[src/rtl/idx_regbank_pkg.sv]
// Package: shared types for the indexed register bank.
// Assumes a single-cycle bus where strobes 2'b00 mean read and 2'b11 mean a full-word write.
package idx_regbank_pkg;

    typedef enum logic [2:0] {
        ACC_NONE   = 3'd0,
        ACC_IDX_WR = 3'd1,
        ACC_DAT_WR = 3'd2,
        ACC_IDX_RD = 3'd3,
        ACC_DAT_RD = 3'd4
    } acc_kind_t;

    localparam logic [1:0] STRB_READ = 2'b00;
    localparam logic [1:0] STRB_FULL = 2'b11;

endpackage

[src/rtl/idx_regbank_decode.sv]
// Module: turns one bus cycle into exactly one access kind.
// Assumes the data window sits one word above the index address.
// Partial-strobe cycles and foreign addresses decode to ACC_NONE.
module idx_regbank_decode
    import idx_regbank_pkg::*;
#(
    parameter int unsigned          ADDR_W    = 14,
    parameter logic [ADDR_W-1:0]    IDX_WADDR = 14'h08C
) (
    input  logic              en,
    input  logic [ADDR_W-1:0] waddr,
    input  logic [1:0]        wstrb,
    output acc_kind_t         kind
);
    localparam logic [ADDR_W-1:0] DAT_WADDR = IDX_WADDR + 1'b1;

    logic hit_idx;
    logic hit_dat;
    logic is_full;
    logic is_read;

    assign hit_idx = (waddr == IDX_WADDR);
    assign hit_dat = (waddr == DAT_WADDR);
    assign is_full = (wstrb == STRB_FULL);
    assign is_read = (wstrb == STRB_READ);

    // Classify the current bus cycle.
    always_comb begin
        kind = ACC_NONE;
        if (en) begin
            if (hit_idx && is_full)      kind = ACC_IDX_WR;
            else if (hit_dat && is_full) kind = ACC_DAT_WR;
            else if (hit_idx && is_read) kind = ACC_IDX_RD;
            else if (hit_dat && is_read) kind = ACC_DAT_RD;
        end
    end

endmodule

[src/rtl/idx_regbank_index.sv]
// Module: index register that selects the bank entry.
// Assumes the bank depth is a power of two, so keeping the low bits is the same as wrapping modulo the depth.
module idx_regbank_index #(
    parameter int unsigned IDX_W = 3
) (
    input  logic             clk,
    input  logic             rst_n,
    input  logic             wr_en,
    input  logic [IDX_W-1:0] wdata_lo,
    output logic [IDX_W-1:0] idx_q
);

    // Hold the selected entry number; clear it on reset.
    always_ff @(posedge clk) begin
        if (!rst_n)     idx_q <= '0;
        else if (wr_en) idx_q <= wdata_lo;
    end

endmodule

[src/rtl/idx_regbank_store.sv]
// Module: bank of N data registers with one write port and one read port, both addressed by the index.
// Assumes sel is always inside the bank, which holds because N equals 2**IDX_W.
module idx_regbank_store #(
    parameter int unsigned N_ENTRIES = 8,
    parameter int unsigned DATA_W    = 16,
    localparam int unsigned IDX_W    = $clog2(N_ENTRIES)
) (
    input  logic              clk,
    input  logic              rst_n,
    input  logic              wr_en,
    input  logic [IDX_W-1:0]  sel,
    input  logic [DATA_W-1:0] wdata,
    output logic [DATA_W-1:0] rdata
);
    logic [DATA_W-1:0] mem [N_ENTRIES];

    for (genvar g = 0; g < N_ENTRIES; g++) begin : g_entry
        // One entry: clears on reset, loads when written and selected.
        always_ff @(posedge clk) begin
            if (!rst_n)                                 mem[g] <= '0;
            else if (wr_en && (sel == IDX_W'(g)))       mem[g] <= wdata;
        end
    end

    assign rdata = mem[sel];

endmodule

[src/rtl/idx_regbank.sv]
// Module: top of the indexed register bank on a single-cycle peripheral bus.
// Two word addresses are used: the index register at IDX_WADDR and the data window at IDX_WADDR+1.
// The read data is zero whenever the block is not being read, so it can be OR-combined with other peripherals.
module idx_regbank
    import idx_regbank_pkg::*;
#(
    parameter int unsigned       N_ENTRIES = 8,
    parameter int unsigned       DATA_W    = 16,
    parameter int unsigned       ADDR_W    = 14,
    parameter logic [ADDR_W-1:0] IDX_WADDR = 14'h08C
) (
    input  logic              clk,
    input  logic              rst_n,
    input  logic              bus_en,
    input  logic [ADDR_W-1:0] bus_waddr,
    input  logic [DATA_W-1:0] bus_wdata,
    input  logic [1:0]        bus_wstrb,
    output logic [DATA_W-1:0] bus_rdata
);
    localparam int unsigned IDX_W = $clog2(N_ENTRIES);

    acc_kind_t         kind;
    logic [IDX_W-1:0]  idx_q;
    logic [DATA_W-1:0] bank_rd;

    idx_regbank_decode #(
        .ADDR_W    (ADDR_W),
        .IDX_WADDR (IDX_WADDR)
    ) u_decode (
        .en    (bus_en),
        .waddr (bus_waddr),
        .wstrb (bus_wstrb),
        .kind  (kind)
    );

    idx_regbank_index #(
        .IDX_W (IDX_W)
    ) u_index (
        .clk      (clk),
        .rst_n    (rst_n),
        .wr_en    (kind == ACC_IDX_WR),
        .wdata_lo (bus_wdata[IDX_W-1:0]),
        .idx_q    (idx_q)
    );

    idx_regbank_store #(
        .N_ENTRIES (N_ENTRIES),
        .DATA_W    (DATA_W)
    ) u_store (
        .clk   (clk),
        .rst_n (rst_n),
        .wr_en (kind == ACC_DAT_WR),
        .sel   (idx_q),
        .wdata (bus_wdata),
        .rdata (bank_rd)
    );

    // Read mux: index or selected entry, otherwise zero.
    always_comb begin
        case (kind)
            ACC_IDX_RD: bus_rdata = DATA_W'(idx_q);
            ACC_DAT_RD: bus_rdata = bank_rd;
            default:    bus_rdata = '0;
        endcase
    end

endmodule

[config.mk]
export PLATFORM = sky130hd
export DESIGN_NAME = idx_regbank
export DESIGN_NICKNAME = d
export VERILOG_FILES = /design/src/rtl/idx_regbank_pkg.sv /design/src/rtl/idx_regbank_decode.sv /design/src/rtl/idx_regbank_index.sv /design/src/rtl/idx_regbank_store.sv /design/src/rtl/idx_regbank.sv
export SDC_FILE = /design/constraint.sdc
export NUM_CORES = 1
export LEC_CHECK = 0
export ABC_AREA = 1
export BUFFER_PORTS_ARGS = -buffer_cell sky130_fd_sc_hd__buf_2
export CAP_MARGIN = 20
export CORE_UTILIZATION = 38
export CTS_BUF_LIST = sky130_fd_sc_hd__clkbuf_2
export CTS_CLUSTER_DIAMETER = 120
export DETAILED_ROUTE_END_ITERATION = 10
export GPL_ROUTABILITY_DRIVEN = 0
export PLACE_DENSITY_LB_ADDON = 0.1
export SYNTH_ARGS = -nofsm -noshare
export SYNTH_HDL_FRONTEND = slang
export SYNTH_SLANG_ARGS = --single-unit
[constraint.sdc]
create_clock -name clk -period 3.8 [get_ports clk]
set_clock_uncertainty 0.15 [all_clocks]
set_input_delay 0.57 -clock clk [delete_from_list [all_inputs] [get_ports clk]]
set_output_delay 0.57 -clock clk [all_outputs]
set_load 0.02 [all_outputs]
==> impl_results.md <==
- Rows: 47
- Cts repair resizes: 0
- CTS clk-pin slew, worst paths: around 0.20 ns
- H-tree depth: 4
- Initial Util: 0.388
- Synth unique cells: 28
- DR DRC count: 0
- IO Pins: between 50 and 60
- TritonCTS clock tree: built
- CP Capture Type: output pin
- Nets: just over 700
- CP max FO: 54
- Die ar.: 17300 sq um
- Final worst-path cycle share: 0.886
- Largest net degree at the start of global routing: 55
- Die extent in x: about 130 um
- Worst-case clock buffer depth: 2
- DRT Pass-1 Iters: 5
- Postcts setup bufs: 0
- WL final: ~18 mm
- Synth Register Bits: ~130
- LEAKAGE: around 2.7 nW
- Via count: between 4k and 5k
- Worst-Margin Slew: between 0.8 and 0.9 ns
- Vias in the first global route: 4870
- Total track usage: 0.215
- Final Hold Vio Count: 0
- Run status: finished clean
- Final ANT Viol Nets: 0
- Core area: roughly 16000 sq um
- Vias per cell: roughly 5.3
- CP max stage cell: dfxtp_2
- Final Max Slew Viols: 0
- Synthesized cell area: roughly 6400 sq um
- Number of I/O port buffers: 50
- CTS Hold Bufs: 0
- Fill cell count: 1642
- Initial antenna violation count: 0
- WL per Instance: roughly 19 um
- Placed inst area: 6870 sq um
- First-pass GRT wire length: about 28 mm
- Total clock buffers created by CTS: 17
- Area growth syn-to-layout: 11.7%
- Crit path launch type: flop
- Syn. warnings: 0
- Clock Latency Late Sink: around 0.69 ns
- Worst setup slack after placement: 0.632 ns
- Final Critical Period: between 3 and 4 ns
- Critical Path Max Stage Delay: between 0.5 and 0.6 ns
- WP data arrival: roughly 2.7 ns
- Share of cells above drive strength 1: 0.197
- Power Dens Cells: 389 nW/um^2
- CP Cell Sequence: inv_2, buf_12, nor2_1, o22ai_1, nand2_1, a21oi_1, buf_2
- HP Class: primary input to flop
- Cells after Synth: roughly 630
- Critical Path RT: around 3.1 ns
- Relative slew slack: 0.414
- Sink Count: about 130
- Fmax: a little under 300 MHz
- Setup violators final: 0
- Setup ws final: about 0.43 ns
- Iteration-0 DRC Markers: about 380
- Diodes inserted: 0
- Grt total ovfl: 0
- Final instance area: 7140 sq um
- Die Ht: around 130 um
- Peak VDD IR: 0.000231 V
- Crit Path Category: flop to output pin
- Syn_nets: 662
- Max-cap viol count: 0
- Syn Area/Cell: between 10 and 15 sq um
- RSZ-0062 raised after global routing: no
- Seq/Total Area, Yosys: 0.621
- CTS root buffer: clkbuf_2
- Setup TNS: 0 ns
- Final HPWL DP: 11.1 mm
-- cell usage in the layout, fill, tap and decap left out --
| cell | instances |
|---|---|
| a21oi_1 | 40 |
| a22oi_1 | 12 |
| a32o_1 | 12 |
| buf_12 | 3 |
| buf_2 | 50 |
| buf_4 | 12 |
| bufinv_16 | 4 |
| clkbuf_2 | 17 |
| clkinv_1 | 5 |
| clkinv_2 | 4 |
| clkinv_4 | 1 |
| clkinvlp_4 | 2 |
| dfxtp_1 | 5 |
| dfxtp_2 | 1 |
| edfxtp_1 | 128 |
| inv_1 | 33 |
| inv_2 | 1 |
| inv_6 | 1 |
| nand2_1 | 115 |
| nand2_2 | 6 |
| nand2_4 | 1 |
| nand3_1 | 23 |
| nand3_2 | 2 |
| nand4_1 | 1 |
| nand4_2 | 1 |
| nand4_4 | 3 |
| nor2_1 | 108 |
| nor2_2 | 6 |
| nor3_1 | 44 |
| nor3_2 | 14 |
| o211ai_2 | 1 |
| o21ai_0 | 22 |
| o21ai_2 | 5 |
| o22ai_1 | 2 |
-- cell type report --
type / count / area [sq um] / share of cell area
well taps: 220 / 275 / 0.0386
inverters: 36 / 135 / 0.0189
flip-flops and latches: 134 / 3970 / 0.556
clock inverters: 15 / 184 / 0.0258
clock buffers: 17 / 85.1 / 0.0119
multi-input cells: 418 / 2090 / 0.293
repair buffers: 65 / 400 / 0.0561
-- kinds of logic after synthesis --
group	Yosys count	synth area share
compound gates	94	0.0893
buf+inv	75	0.0549
flops	134	0.621
simple gates	324	0.235
-- metal layers --
layer,global-route usage,vias to the layer above,routed length (um)
met3,0.0386,19,771
li1,-,2278,-
met4,0.0640,0,198
met2,0.345,131,8380
met5,0,-,0
met1,0.297,2372,8150
-- critical path: cells and delay by family (launching register included) --
kind | cells | cell delay, ns
buffers and inverters | 3 | 0.77
flip-flops | 1 | 0.51
AO/OA/AOI/OAI | 2 | 0.46
AND/OR/NAND/NOR | 2 | 0.15
-- power breakdown --
| part | internal [W] | switching [W] |
|---|---|---|
| clock network | 0.000424 | 0.000543 |
| registers | 0.00166 | 0.0000142 |
| logic | 0.0000392 | 0.000103 |
-- worst paths after layout --
path	cells after the start	startpoint	to	slack, ns
setup reg to reg	4	u_index.idx_q[0]	u_store.mem[3][1]	1.18
hold reg to reg	2	u_index.idx_q[0]	flop	0.55
setup / recovery	7	flop	bus_rdata[9]	0.43
hold / removal	3	bus_wdata[2]	flop	0.08
-- flip-flops by register name, indices dropped and copies added (netlist names), named ones only --
signal / flops
u_store.mem: 128
u_index.idx_q: 3
-- cell usage after synthesis, drive strengths merged --
cell type | number | area [sq um]
edfxtp | 128 | 3840
nand2 | 122 | 480
nor2 | 114 | 443
nor3 | 58 | 360
a21oi | 40 | 200
inv | 35 | 131
o21ai | 27 | 135
nand3 | 25 | 135
clkbuf | 21 | 80.1
buf | 18 | 135
a22oi | 12 | 90.1
a32o | 12 | 120
dfxtp | 6 | 120
nand4 | 5 | 82.6
o22ai | 2 | 12.5
clkinv | 1 | 3.75
o211ai | 1 | 12.5
-- stage by stage --
stage / hold WS (ns) / cells / power, W / util
2_1_floorplan: 0.421 / 627 / 0.00178 / -
3_3_place_gp: 0.504 / 873 / 0.00185 / 0.417
3_5_place_dp: 0.511 / 873 / 0.00185 / 0.417
4_1_cts: 0.0120 / 905 / 0.00280 / 0.433
5_1_grt: 0.0128 / 905 / 0.00287 / 0.433
6_report: 0.0782 / 905 / 0.00278 / 0.433
Note: power is estimated with default switching activity, not from simulation.
